===== config.mk =====
export PLATFORM = sky130hd
export DESIGN_NAME = uart_irq_ctrl
export DESIGN_NICKNAME = d
export VERILOG_FILES = /design/src/rtl/uart_irq_pkg.sv /design/src/rtl/uart_irq_linestat.sv /design/src/rtl/uart_irq_thre_latch.sv /design/src/rtl/uart_irq_prio.sv /design/src/rtl/uart_irq_ctrl.sv
export SDC_FILE = /design/constraint.sdc
export NUM_CORES = 1
export LEC_CHECK = 0
export CORE_MARGIN = 5
export CORE_UTILIZATION = 35
export CTS_CLUSTER_DIAMETER = 50
export DETAILED_ROUTE_END_ITERATION = 16
export PLACE_DENSITY = 0.76
export SLEW_MARGIN = 20
export SYNTH_ARGS = -nofsm -noshare
export SYNTH_HDL_FRONTEND = slang
export SYNTH_SLANG_ARGS = --single-unit

===== constraint.sdc =====
create_clock -name clk -period 1.4 [get_ports clk]
set_input_delay 0.28 -clock clk [delete_from_list [all_inputs] [get_ports clk]]
set_output_delay 0.28 -clock clk [all_outputs]
set_load 0.02 [all_outputs]

===== src/rtl/uart_irq_pkg.sv =====
package uart_irq_pkg;

  typedef enum logic [3:0] {
    IRQ_MODEM   = 4'h0,
    IRQ_NONE    = 4'h1,
    IRQ_THRE    = 4'h2,
    IRQ_RXDATA  = 4'h4,
    IRQ_LINE    = 4'h6,
    IRQ_TIMEOUT = 4'hC
  } irq_code_e;

  // source index 0 is the most urgent
  localparam int NSRC = 5;
  typedef logic [NSRC-1:0] src_vec_t;

  function automatic irq_code_e src_code(input int idx);
    case (idx)
      0:       return IRQ_LINE;
      1:       return IRQ_TIMEOUT;
      2:       return IRQ_RXDATA;
      3:       return IRQ_THRE;
      default: return IRQ_MODEM;
    endcase
  endfunction

endpackage


===== src/rtl/uart_irq_linestat.sv =====
module uart_irq_linestat (
  input  logic       clk,
  input  logic       rst_n,
  input  logic       oe_set,
  input  logic       bi_set,
  input  logic       pe_err,
  input  logic       fe_err,
  input  logic       lsr_rd,
  output logic [3:0] err_d,
  output logic [3:0] err_q
);
  logic oe_q, bi_q, pe_q, fe_q;
  logic oe_d, bi_d;

  // a new event wins over a clearing read in the same cycle
  always_comb begin
    oe_d = oe_set ? 1'b1 : (lsr_rd ? 1'b0 : oe_q);
    bi_d = bi_set ? 1'b1 : (lsr_rd ? 1'b0 : bi_q);
  end

  assign err_d = {bi_d, fe_err, pe_err, oe_d};

  always_ff @(posedge clk or negedge rst_n) begin
    if (!rst_n) begin
      oe_q <= 1'b0;
      bi_q <= 1'b0;
      pe_q <= 1'b0;
      fe_q <= 1'b0;
    end else begin
      oe_q <= oe_d;
      bi_q <= bi_d;
      pe_q <= pe_err;
      fe_q <= fe_err;
    end
  end

  assign err_q = {bi_q, fe_q, pe_q, oe_q};
endmodule


===== src/rtl/uart_irq_thre_latch.sv =====
module uart_irq_thre_latch (
  input  logic clk,
  input  logic rst_n,
  input  logic ier_wr,
  input  logic en_old,
  input  logic en_new,
  input  logic thr_empty,
  input  logic tx_write,
  input  logic tx_fifo_clr,
  input  logic id_rd,
  input  logic id_is_thre,
  output logic pend_d
);
  logic pend_q;
  logic empty_q;
  logic empty_rise;

  assign empty_rise = thr_empty & ~empty_q;

  // later assignments take precedence
  always_comb begin
    pend_d = pend_q;
    if (ier_wr && (en_old != en_new))
      pend_d = en_new & thr_empty;
    if (id_rd && id_is_thre)
      pend_d = 1'b0;
    if (tx_write)
      pend_d = 1'b0;
    if (empty_rise)
      pend_d = 1'b1;
    if (tx_fifo_clr)
      pend_d = 1'b1;
  end

  always_ff @(posedge clk or negedge rst_n) begin
    if (!rst_n) begin
      pend_q  <= 1'b0;
      empty_q <= 1'b1;
    end else begin
      pend_q  <= pend_d;
      empty_q <= thr_empty;
    end
  end
endmodule


===== src/rtl/uart_irq_prio.sv =====
module uart_irq_prio
  import uart_irq_pkg::*;
(
  input  src_vec_t  active,
  output irq_code_e code
);
  // walk from least to most urgent so the most urgent match overwrites
  always_comb begin
    code = IRQ_NONE;
    for (int i = NSRC - 1; i >= 0; i--) begin
      if (active[i]) code = src_code(i);
    end
  end
endmodule


===== src/rtl/uart_irq_ctrl.sv =====
module uart_irq_ctrl
  import uart_irq_pkg::*;
#(
  parameter int CNT_W = 5
) (
  input  logic             clk,
  input  logic             rst_n,
  input  logic             ier_wr,
  input  logic [7:0]       ier_wdata,
  output logic [3:0]       ier_q,
  input  logic             fifo_en,
  input  logic             oe_set,
  input  logic             bi_set,
  input  logic             pe_err,
  input  logic             fe_err,
  input  logic             lsr_rd,
  output logic [3:0]       line_err,
  input  logic             data_ready,
  input  logic [CNT_W-1:0] rx_count,
  input  logic [CNT_W-1:0] rx_trig,
  input  logic             timeout_pend,
  input  logic             thr_empty,
  input  logic             tx_write,
  input  logic             tx_fifo_clr,
  input  logic [3:0]       msr_delta,
  input  logic             id_rd,
  output logic [7:0]       irq_id,
  output logic             irq
);
  localparam logic [7:0] ID_RESET = {4'h0, IRQ_NONE};

  logic [3:0] ier_d;
  logic [3:0] err_d;
  logic       thre_pend_d;
  logic       rx_level_ok;
  src_vec_t   active;
  irq_code_e  code;
  logic [7:0] id_q;
  logic       irq_q;

  assign ier_d = ier_wr ? ier_wdata[3:0] : ier_q;

  uart_irq_linestat u_ls (
    .clk    (clk),
    .rst_n  (rst_n),
    .oe_set (oe_set),
    .bi_set (bi_set),
    .pe_err (pe_err),
    .fe_err (fe_err),
    .lsr_rd (lsr_rd),
    .err_d  (err_d),
    .err_q  (line_err)
  );

  uart_irq_thre_latch u_thre (
    .clk         (clk),
    .rst_n       (rst_n),
    .ier_wr      (ier_wr),
    .en_old      (ier_q[1]),
    .en_new      (ier_wdata[1]),
    .thr_empty   (thr_empty),
    .tx_write    (tx_write),
    .tx_fifo_clr (tx_fifo_clr),
    .id_rd       (id_rd),
    .id_is_thre  (id_q[3:0] == IRQ_THRE),
    .pend_d      (thre_pend_d)
  );

  assign rx_level_ok = ~fifo_en | (rx_count >= rx_trig);

  always_comb begin
    active[0] = ier_d[2] & (|err_d);
    active[1] = ier_d[0] & timeout_pend;
    active[2] = ier_d[0] & data_ready & rx_level_ok;
    active[3] = ier_d[1] & thre_pend_d;
    active[4] = ier_d[3] & (|msr_delta);
  end

  uart_irq_prio u_prio (
    .active (active),
    .code   (code)
  );

  always_ff @(posedge clk or negedge rst_n) begin
    if (!rst_n) begin
      ier_q <= 4'h0;
      id_q  <= ID_RESET;
      irq_q <= 1'b0;
    end else begin
      ier_q <= ier_d;
      id_q  <= {fifo_en, fifo_en, 2'b00, code};
      irq_q <= (code != IRQ_NONE);
    end
  end

  assign irq_id = id_q;
  assign irq    = irq_q;
endmodule


==> key figures <==
Status
  – Outcome: finished clean

Drt
  – WL met2: 1160 microns
  – DRC violations left: 0
  – Antenna viol nets, final: 0
  – Vias per cell: 4.71
  – Drt wl/cell: 13.9 microns
  – Top sig layer: met4
  – DRT iter0 DRCs: 6
  – Routed vias: 706
  – WL met1: 692 microns
  – Drt pass-1 iters: 4
  – Met3 Wirelength: 201 microns
  – Detailed Route WL: roughly 2100 microns

STA
  – Setup TNS: 0 ns
  – Minimum clock period: 1.38 ns
  – Post-route setup slack: 0.0230 ns
  – Hold WS: ~0.14 ns
  – Period utilization: 0.984
  – Endpoints failing hold: 0
  – Final setup fails: 0
  – Maximum clock rate: 726 MHz
  – Slew Limit Fails: 0
  – Layout Skew: 0.000163 ns

Finish
  – Cell Count, Final, Fillers Out: 150
  – Fraction of layout cells with a size suffix above 1: 0.369
  – # fillers: ~210
  – Fin nets: 166
  – Final instance area: roughly 1400 sq um
  – Antenna diode count: 0
  – Area Growth Syn to Fin: 69.0%

Placement
  – Dpl ws: -0.775 ns
  – Final GP Congestion: 0.790
  – PortBufs: 47
  – HPWL Detailed: about 1700 microns
  – # placed instances: 147
  – Area after detailed placement: 1380 sq um

Global route
  – Largest net degree at the start of global routing: 17
  – Grt total ovfl: 0
  – Initial antenna violation count: 0
  – Global-route wire length before repair: 3200 microns
  – GRT Util Overall: 0.123
  – Vias in the first global route: approximately 750

Synthesis
  – Mean Syn Cell Area: 11.1 sq um
  – Syn Inst Count: 76
  – Post-synthesis register bit count: 16
  – Yosys Warn Count: 0
  – Synth unique cells: 30
  – Register area share after synthesis: 0.479
  – Post-Syn Area: 841 sq um

Pwr
  – Switching Fraction: 0.292
  – Clock power share: 0.201
  – Int Pwr: 790 uW
  – Flop pwr share: 0.468
  – Psw: 326 uW
  – Gate power share: 0.331
  – VDD IR-drop max: roughly 0.45 mV
  – Power per standard cell area: between 700 and 800 nW/um^2
  – Leakage: 0.000646 uW

Critical path
  – Startpoint types: input pin
  – Crit path required time: 1.57 ns
  – Worst-case reg-to-reg path depth: 4
  – Crit. End Element: flip-flop
  – WP data arrival: 1.54 ns
  – Critical-path top delay cell: or4_4
  – Crit path to: irq
  – FF-to-FF End: irq
  – CP max FO: 2
  – Worst R2R Start: u_thre.empty_q
  – Worst Setup SP: msr_delta[1]
  – Setup slack, reg-to-reg: 0.06 ns
  – Worst path cell trace: clkdlybuf4s50_1, or4_4, a221o_1
  – WS Path Type: input pin to flip-flop
  – Slowest cell delay on critical path: 0.54 ns

Clock network
  – CTS tree: done
  – # H-tree levels: 1
  – Clock Tree Root: clkbuf_4
  – Clk_lat worst skew: 0.27 ns
  – Max clock buf depth: 2
  – Cts bufs inserted: 3
  – Cts hold-fix bufs: 0
  – CTS clock-pin slew for the worst setup and hold paths: roughly 0.080 ns
  – Clock Sink Count: 16

Die
  – Chip Width: 59.0 microns
  – Die H: approximately 59 microns
  – Site Rows: 17
  – Core Footprint: 2250 sq um
  – Initial Util: 0.373
  – Die Area: 3480 sq um
  – I/O pin cnt: 54

Min path
  – Hold Crit Class: input pin to flip-flop

Run
  – MaxCap Viol Count: 0
==> power by group through the flow <==
stage          Sequential, uW  Clock (uW)  Combinational [uW]
2_1_floorplan             562           0                 151
3_3_place_gp              533           0                 367
3_5_place_dp              532           0                 377
4_1_cts                   522         238                 345
5_1_grt                   527         256                 399
6_report                  522         224                 369
==> per-layer routing <==
layer | global-route usage | vias to the layer above
li1 | - | 341
met1 | 0.121 | 332
met2 | 0.221 | 29
met3 | 0.0501 | 4
met4 | 0.0583 | 0
met5 | 0 | -
==> stage by stage <==
stage,power [uW],util
after detailed placement,909,0.611
after global routing,1180,0.630
after global placement,899,0.611
after CTS,1100,0.609
after floorplan,713,-
final,1120,0.630
==> state kept, by name, summed over array words and instances (netlist names) <==
name,cells
ier_q,4
u_ls.pe_q,1
u_thre.empty_q,1
u_ls.fe_q,1
irq_id,5
irq,1
u_ls.oe_q,1
u_ls.bi_q,1
u_thre.pend_q,1
==> cells in the mapped netlist <==
master,number,share of area
dfrtp_1,14,0.42
inv_1,11,0.049
buf_4,8,0.071
ha_1,5,0.074
a21oi_1,4,0.024
nand2_1,4,0.018
a21oi_2,2,0.021
and3_1,2,0.015
dfstp_2,2,0.062
mux2i_1,2,0.024
nor2_1,2,0.0089
o21ai_1,2,0.012
a221o_1,1,0.012
a221oi_1,1,0.010
a221oi_2,1,0.018
a31o_1,1,0.010
a32o_2,1,0.013
and4b_1,1,0.012
buf_6,1,0.013
conb_1,1,0.0045
mux2_1,1,0.013
mux2_2,1,0.013
nand2b_1,1,0.0074
nand3_1,1,0.0059
nand3_2,1,0.012
nand3b_1,1,0.0089
nor2b_1,1,0.0074
o31ai_4,1,0.025
or2_1,1,0.0074
or4_1,1,0.0089
==> worst min path at each step <==
stage                endpoint  slack (ns)      start  cells past startpoint
global route        irq_id[6]        0.13    fifo_en                      1
finish              irq_id[6]        0.14    fifo_en                      1
detailed placement  u_ls.bi_q        0.52  u_ls.bi_q                      2
floorplan            ier_q[0]       -0.02      rst_n                      0
global placement    u_ls.bi_q        0.50  u_ls.bi_q                      2
CTS                 u_ls.pe_q        0.31      rst_n                      2
==> cell usage in the layout (no fill, tap or decap), types with 2 or more instances in the layout <==
| master | synthesis | routed |
|---|---|---|
| dfstp_2 | 2 | 2 |
| inv_2 | 0 | 3 |
| inv_1 | 11 | 6 |
| nand2_2 | 0 | 2 |
| clkbuf_2 | 0 | 6 |
| nor2_1 | 2 | 2 |
| dfrtp_1 | 14 | 14 |
| clkdlybuf4s50_1 | 0 | 18 |
| ha_4 | 0 | 5 |
| o21ai_2 | 0 | 2 |
| conb_1 | 1 | 2 |
| dlygate4sd2_1 | 0 | 15 |
| clkdlybuf4s15_1 | 0 | 3 |
| mux2i_1 | 2 | 2 |
| nand2_1 | 4 | 2 |
| clkbuf_4 | 0 | 3 |
| a21oi_2 | 2 | 6 |
| buf_4 | 8 | 5 |
| dlymetal6s2s_1 | 0 | 3 |
==> critical path: cells and delay by family <==
family | cells | cell delay, ns
buffers and inverters | 1 | 0.40
and+or+nand+nor | 1 | 0.54
AOI/OAI and AO/OA | 1 | 0.32
==> cells by family after synthesis <==
family | Yosys count | share of synthesized area
DFF | 16 | 0.479
muxes | 4 | 0.0506
and+or+nand+nor | 16 | 0.112
adders and majority gates | 5 | 0.0744
buffers and inverters | 20 | 0.134
other | 1 | 0.00446
AOI/OAI and AO/OA | 14 | 0.146
==> cell type report <==
cell class	count	area (sq um)	area share
Clock buffer	3	22.5	0.0158
Inverter	11	56.3	0.0396
Multi-Input combinational cell	41	447	0.314
Sequential cell	16	403	0.283
Tap cell	28	35.0	0.0246
Timing Repair Buffer	51	458	0.322
==> what timing repair did <==
item                       4_1_cts  5_1_grt
pin swaps                        6       12
setup endpoints to repair       19        3
cloned                           0        0
resized for setup               34       33
buffers inserted                 0        0
Power figures use the tool's default switching activity.
